===== config.mk =====
export PLATFORM = sky130hd
export DESIGN_NAME = eld_phase_detector
export DESIGN_NICKNAME = d
export VERILOG_FILES = /design/src/rtl/eld_pkg.sv /design/src/rtl/eld_boundary_cmp.sv /design/src/rtl/eld_vote_array.sv /design/src/rtl/eld_out_reg.sv /design/src/rtl/eld_phase_detector.sv
export SDC_FILE = /design/constraint.sdc
export NUM_CORES = 1
export LEC_CHECK = 0
export ABC_AREA = 0
export ABC_CLOCK_PERIOD_IN_PS = 800
export CORE_ASPECT_RATIO = 1.25
export CORE_MARGIN = 10
export CORE_UTILIZATION = 33
export DETAILED_ROUTE_END_ITERATION = 7
export PLACE_DENSITY = 0.71
export SLEW_MARGIN = 0
export SYNTH_ARGS = -nofsm -noshare
export SYNTH_HDL_FRONTEND = slang
export SYNTH_SLANG_ARGS = --single-unit

===== constraint.sdc =====
create_clock -name clk -period 0.8 [get_ports clk]
set_clock_uncertainty 0.1 [all_clocks]
set_input_delay 0.12 -clock clk [delete_from_list [all_inputs] [get_ports clk]]
set_output_delay 0.12 -clock clk [all_outputs]
set_load 0.02 [all_outputs]

===== src/rtl/eld_pkg.sv =====
package eld_pkg;
    typedef enum logic [1:0] {
        VOTE_NONE  = 2'b00,
        VOTE_EARLY = 2'b01,
        VOTE_LATE  = 2'b10
    } vote_e;
endpackage


===== src/rtl/eld_boundary_cmp.sv =====
module eld_boundary_cmp
    import eld_pkg::*;
(
    input  logic  prev_c,
    input  logic  bnd_s,
    input  logic  next_c,
    output vote_e vote
);
    always_comb begin
        if (prev_c == next_c) begin
            vote = VOTE_NONE;      // no transition, no information
        end else if (bnd_s == prev_c) begin
            vote = VOTE_LATE;      // edge came after the boundary point
        end else begin
            vote = VOTE_EARLY;     // edge came before the boundary point
        end
    end
endmodule


===== src/rtl/eld_vote_array.sv =====
module eld_vote_array
    import eld_pkg::*;
#(
    parameter int NUM_BND = 8
) (
    input  logic [NUM_BND:0]     centre_smp,
    input  logic [NUM_BND-1:0]   edge_smp,
    output logic [2*NUM_BND-1:0] raw_votes
);
    for (genvar i = 0; i < NUM_BND; i++) begin : g_bnd
        vote_e v;
        eld_boundary_cmp cmp_i (
            .prev_c (centre_smp[i]),
            .bnd_s  (edge_smp[i]),
            .next_c (centre_smp[i+1]),
            .vote   (v)
        );
        assign raw_votes[2*i +: 2] = v;
    end
endmodule


===== src/rtl/eld_out_reg.sv =====
module eld_out_reg #(
    parameter int NUM_BND = 8
) (
    input  logic                 clk,
    input  logic                 rst_n,
    input  logic                 in_valid,
    input  logic [2*NUM_BND-1:0] raw_votes,
    output logic                 out_valid,
    output logic [2*NUM_BND-1:0] votes
);
    localparam int VW = 2 * NUM_BND;

    typedef struct packed {
        logic          valid;
        logic [VW-1:0] votes;
    } out_st_t;

    out_st_t st_d, st_q;

    always_comb begin
        st_d       = st_q;
        st_d.valid = in_valid;
        st_d.votes = in_valid ? raw_votes : '0;
    end

    always_ff @(posedge clk) begin
        if (!rst_n) begin
            st_q <= '0;
        end else begin
            st_q <= st_d;
        end
    end

    assign out_valid = st_q.valid;
    assign votes     = st_q.votes;
endmodule


===== src/rtl/eld_phase_detector.sv =====
module eld_phase_detector #(
    parameter int NUM_BND = 8
) (
    input  logic                 clk,
    input  logic                 rst_n,
    input  logic                 in_valid,
    input  logic [NUM_BND:0]     centre_smp,
    input  logic [NUM_BND-1:0]   edge_smp,
    output logic                 out_valid,
    output logic [2*NUM_BND-1:0] votes
);
    localparam int VW = 2 * NUM_BND;

    logic [VW-1:0] raw_votes;

    eld_vote_array #(.NUM_BND(NUM_BND)) arr_i (
        .centre_smp (centre_smp),
        .edge_smp   (edge_smp),
        .raw_votes  (raw_votes)
    );

    eld_out_reg #(.NUM_BND(NUM_BND)) reg_i (
        .clk       (clk),
        .rst_n     (rst_n),
        .in_valid  (in_valid),
        .raw_votes (raw_votes),
        .out_valid (out_valid),
        .votes     (votes)
    );
endmodule


==> metrics.csv, run 1 <==
metric,value,unit
status,"finished, violations left",
failing checks,setup timing,
CTS root buf,clkbuf_4,
Setup CP Type,flop to output port,
post-synth cell types,7,
Hold Path Class,primary input to flop,
"commonest non-fill, non-tap cell in the layout",buf_6,
Seq pwr share,53.9,%
Psw,0.406,mW
CTS H-Tree Depth,1,
Post-DRT Antenna Nets,0,
FF/Latch Area,362,sq um
Crit Path Max Fanout,1,
initial core utilization,35.0,%
Pre-Repair DR Iteration Count,4,
total power,1.65,mW
Mapped Area,693,sq um
grt met3 use,1.23,%
Iteration-0 DRC Markers,14,
Final min period,0.955,ns
CTS Buffer Depth,2,
RePlAce Congestion,0.718,
Critical path origin,reg_i.votes[11],
postcts setup bufs,0,
grt peak-use layer,met2,
setup slack after layout,-0.155,ns
Layout Nets,134,
drt wl/cell,13.4,um
unrepaired setup endpoints after global routing,true,
clk sink count,17,
Clk pwr share,27.0,%
Site Rows,18,
I/O pins,37,
critical path's top delay family,flip-flops,
final worst-path cycle share,119,%
global route overflow,0,
static leakage,0.499,nW
synth-to-layout area growth,70.6,%
"non-filler cells, final",133,
Max Freq,1050,MHz
Detailed Route WL,1.79,mm
IO buf count,36,
vias post-DR,681,
area taken by multi-input logic gates,374,sq um
Die Y,71.2,um
Sw Ratio,24.7,%
M1 GR Usage,7.48,%
Post-Synthesis Net Count,88,
"Seq/Total Area, Yosys",49.1,%
CP Data Required Time,0.58,ns
power density cells,1390,nW/um^2
met2 Use GR,14.9,%
Comb pwr share,19.1,%
Final Core Density,59.7,%
dpl hpwl,1.45,mm
Critical Path AT,0.74,ns
die width,61.0,um
#FFs+latches synth,17,
layout cell share with drive strength beyond 1,52.2,%
worst path bufs/invs,1,
syn_area_per_cell,10.2,sq um
largest net degree at the start of global routing,10,
antenna cells,0,
Final setup viols,17,
via count of the first global-routing pass,646,
Worst setup endpoint,votes[11],
peak supply drop,781,uV
Tot GR Track Use,8.28,%
worst path cell trace,buf_6,
critical path endpoint category,output port,
YS warnings,0,
CP startpoint kind,flop,
WP depth,1,
CTS tree,done,
Final Hold Viols,0,
Mapped Cells,68,
Worst slew margin,90.5,%
initial antenna violation count,0,
count of pins over their slew limit,0,
Slowest cell on crit path,dfxtp_2,
FILL cells,172,
CP max stage delay,0.33,ns
Via density,5.12,
Worst-Margin Slew,0.142,ns
die area,4340,sq um
"commonest cells after routing, fill and taps aside","buf_6 (19), dfxtp_2 (17), nand3b_1 (16)",
Inst Count DP,129,
dpl ws,-0.582,ns
Max Cap Viol,0,
total CTS buffers,3,
core outline area,1980,sq um
clk slew on worst S/H paths,0.09,ns
Pint,1.24,mW
first-pass GRT wire length,2.80,mm
DRC,0,
## power by group through the flow
stage,registers (mW),logic [mW],clock network (mW)
4_1_cts,0.889,0.314,0.469
6_report,0.889,0.314,0.445
2_1_floorplan,0.934,0.0784,0
3_5_place_dp,0.899,0.329,0
3_3_place_gp,0.899,0.321,0
5_1_grt,0.892,0.339,0.506
## final cells by class
class,instances,share of cell area [%]
Timing Repair Buffer,42,33.1
Multi-Input combinational cell,49,31.6
Sequential cell,17,30.6
Clock buffer,4,2.22
Tap cell,20,2.12
Inverter,1,0.317
## sequential cells by signal, summed over array words and instances, names as in the netlist
register / count
reg_i.out_valid: 1
reg_i.votes: 16
## metal layers
metal | part of all wire (%) | wire length, um
met5 | 0 | 0
met2 | 54 | 970
met1 | 36 | 639
met4 | 2.2 | 40
met3 | 7.7 | 138
## metrics by stage
step	area [sq um]	TNS [ns]	hold WS (ns)
floorplan	693	0	0.179
global placement	1120	-14.06	0.666
detailed placement	1120	-14.44	0.679
CTS	1180	-2.76	0.153
global route	1180	-3.08	0.0271
finish	1180	-2.51	0.0376
## cell families (layout without fill, tap and decap cells)
group                  count (synthesis)  in the layout  synth area share, %
buffers and inverters                  2             47                 1.26
DFF                                   17             17                 49.1
AOI/OAI and AO/OA                     16             16                 11.6
and+or+nand+nor                       33             33                 38.1
## synth_stat cells
master,number,area share (%)
nand3b_1,16,17
inv_1,1,0.54
a21oi_1,16,12
dfxtp_1,17,49
nand2_1,1,0.54
buf_2,1,0.72
or3b_1,16,20
## how the worst min path moves through the flow
stage / startpoint / endpoint / slack, ns / cells past startpoint
global placement: edge_smp[5] / reg_i.votes[10] / 0.67 / 3
detailed placement: edge_smp[5] / reg_i.votes[11] / 0.68 / 3
global route: centre_smp[5] / reg_i.votes[11] / 0.03 / 3
floorplan: edge_smp[0] / reg_i.votes[0] / 0.18 / 2
CTS: edge_smp[7] / reg_i.votes[15] / 0.15 / 3
finish: centre_smp[5] / reg_i.votes[11] / 0.04 / 3
## timing repair
action,4_1_cts,5_1_grt
cloned,0,0
hold buffers,0,0
endpoints found under the setup margin,33,33
pin swaps,1,1
gates resized for setup,145,18
Power figures use the tool's default switching activity.
==> run 2: changes to the inputs <==
--- a/config.mk
+++ b/config.mk
@@ -5,7 +5,6 @@
 export SDC_FILE = /design/constraint.sdc
 export NUM_CORES = 1
 export LEC_CHECK = 0
-export ABC_AREA = 0
 export ABC_CLOCK_PERIOD_IN_PS = 800
 export CORE_ASPECT_RATIO = 1.25
 export CORE_MARGIN = 10
==> results of run 2 <==
The final DEF is identical to that of run 1; final timing and power are the same.
==> run 3: changes to the inputs <==
--- a/config.mk
+++ b/config.mk
@@ -10,7 +10,7 @@
 export CORE_MARGIN = 10
 export CORE_UTILIZATION = 33
 export DETAILED_ROUTE_END_ITERATION = 7
-export PLACE_DENSITY = 0.71
+export PLACE_DENSITY = 0.72
 export SLEW_MARGIN = 0
 export SYNTH_ARGS = -nofsm -noshare
 export SYNTH_HDL_FRONTEND = slang
==> run 3 against run 2 <==
Compared with the run above:
- the run still ends with setup timing left
- design area up 5.5%
- critical path depth unchanged
- cell count up 0.75%
- count of clock-buffer cells in the layout down 1
==> metrics.csv, run 3 (same netlist as run 1, synthesis figures left out) <==
metric,value,unit,change
layout cell share with drive strength beyond 1,51.8,%,-0.46 points
global route overflow,0,,unchanged
status,"finished, violations left",,
hold path cells,3,,unchanged
Max Freq,1020,MHz,-2.9%
Tot GR Track Use,9.35,%,+1.1 points
setup slack after layout,-0.184,ns,-0.0290 ns
CTS root buf,clkbuf_4,,
"commonest cells after routing, fill and taps aside","buf_6 (17), dfxtp_2 (17), nand3b_1 (16)",,
Layout Nets,135,,+0.75%
final worst-path cycle share,123,%,+3.6 points
via count of the first global-routing pass,661,,+2.3%
DR WL met2,1.08,mm,+12%
clk sink count,17,,unchanged
RePlAce Congestion,0.684,,-4.6%
Inst Count DP,128,,-0.78%
met3 routed WL,122,um,-12%
worst path cell trace,buf_6,,
Setup CP Type,flop to output port,,
Die Y,71.2,um,unchanged
Final setup viols,17,,unchanged
Iteration-0 DRC Markers,7,,-7
DR top layer,met4,,
CP Data Required Time,0.58,ns,about the same
dpl hpwl,1.51,mm,+4.2%
CTS Buffer Depth,2,,unchanged
CP max stage delay,0.34,ns,about the same
Final Hold Viols,0,,unchanged
initial antenna violation count,0,,unchanged
Detailed Route WL,2.01,mm,+13%
Post-DRT Antenna Nets,0,,unchanged
total CTS buffers,3,,unchanged
largest net degree at the start of global routing,11,,+1
core outline area,1980,sq um,unchanged
count of pins over their slew limit,0,,unchanged
Final Core Density,62.9,%,+3.3 points
M1 WL,771,um,+21%
"non-filler cells, final",134,,+0.75%
Site Rows,18,,unchanged
IO buf count,36,,unchanged
I/O pins,37,,unchanged
unrepaired setup endpoints after global routing,true,,
failing checks,setup timing,,
Hold Crit Start,centre_smp[3],,
synth-to-layout area growth,80.0,%,
initial core utilization,35.0,%,unchanged
antenna cells,0,,unchanged
Max Cap Viol,0,,unchanged
Worst slew margin,90.6,%,about the same
total negative setup slack,-2.80,ns,-0.294 ns
worst path bufs/invs,1,,unchanged
Via density,5.02,,-1.9%
postcts setup bufs,0,,unchanged
Worst-Margin Slew,0.141,ns,-0.00107 ns
Hold Path Class,primary input to flop,,
static leakage,0.525,nW,+5.0%
die area,4340,sq um,unchanged
first-pass GRT wire length,3.15,mm,+13%
CTS tree,done,,
critical path's top delay family,flip-flops,,
Critical Path AT,0.76,ns,+0.02 ns
total power,1.71,mW,+3.9%
critical path endpoint category,output port,,
drt wl/cell,15.0,um,+12%
Crit Path Max Fanout,1,,unchanged
vias post-DR,673,,-1.2%
CTS H-Tree Depth,1,,unchanged
Largest register FFs,16,,unchanged
dpl ws,-0.585,ns,-0.00302 ns
CP startpoint kind,flop,,
Slowest cell on crit path,dfxtp_2,,
die width,61.0,um,unchanged
FILL cells,164,,-4.7%
Pre-Repair DR Iteration Count,4,,unchanged
hold endpoint,reg_i.votes[7],,
peak supply drop,791,uV,+1.3%
power density cells,1370,nW/um^2,-1.5%
Final min period,0.984,ns,+0.0290 ns
DRC,0,,unchanged
clk slew on worst S/H paths,0.11,ns,+0.02 ns
[run 3: changes by cell type in the layout (fill, tap and decap cells not counted), moves of 2 or more]
cell and delta:
buf_6 -2, clkbuf_2 -2, dlygate4sd2_1 +2, dlymetal6s2s_1 -2
[run 3: final cells by class]
cell class	instances	area [sq um]	share of cell area, %
clock buffer	3	22.5	1.81
clock inverter	1	5.00	0.401
sequential	17	362	29.0
timing repair buffer	43	453	36.3
tap	20	25.0	2.01
inverter	1	3.75	0.301
multi-input combinational	49	377	30.2
[run 3: where the power goes]
| part | internal (mW) | switching [mW] |
|---|---|---|
| logic | 0.204 | 0.153 |
| registers | 0.877 | 0.0122 |
| clock network | 0.186 | 0.280 |
[run 3: worst max-delay path by stage]
stage	startpoint	to	cells past startpoint
after global placement	centre_smp[4]	reg_i.votes[8]	3
after floorplan	centre_smp[5]	reg_i.votes[11]	2
after global routing	reg_i.votes[11]	votes[11]	1
after CTS	reg_i.votes[11]	votes[11]	1
final	reg_i.votes[11]	votes[11]	1
after detailed placement	centre_smp[4]	reg_i.votes[7]	3
[run 3: timing repair]
item,CTS,global route
endpoints found under the setup margin,33,33
hold buffers,0,0
cloned,2,0
pin swaps,2,0
resized for setup,146,15
[run 3: metal layers]
layer | up-vias | GRT usage, %
li1 | 343 | -
met5 | - | 0
met3 | 2 | 1.23
met2 | 22 | 15.3
met1 | 306 | 10.6
met4 | 0 | 6.60
[run 3: metrics by stage]
stage          hold slack [ns]  cell area, sq um
5_1_grt                 0.0432              1250
3_3_place_gp             0.663              1120
2_1_floorplan            0.179               693
6_report                0.0195              1250
3_5_place_dp             0.683              1120
4_1_cts                  0.124              1250
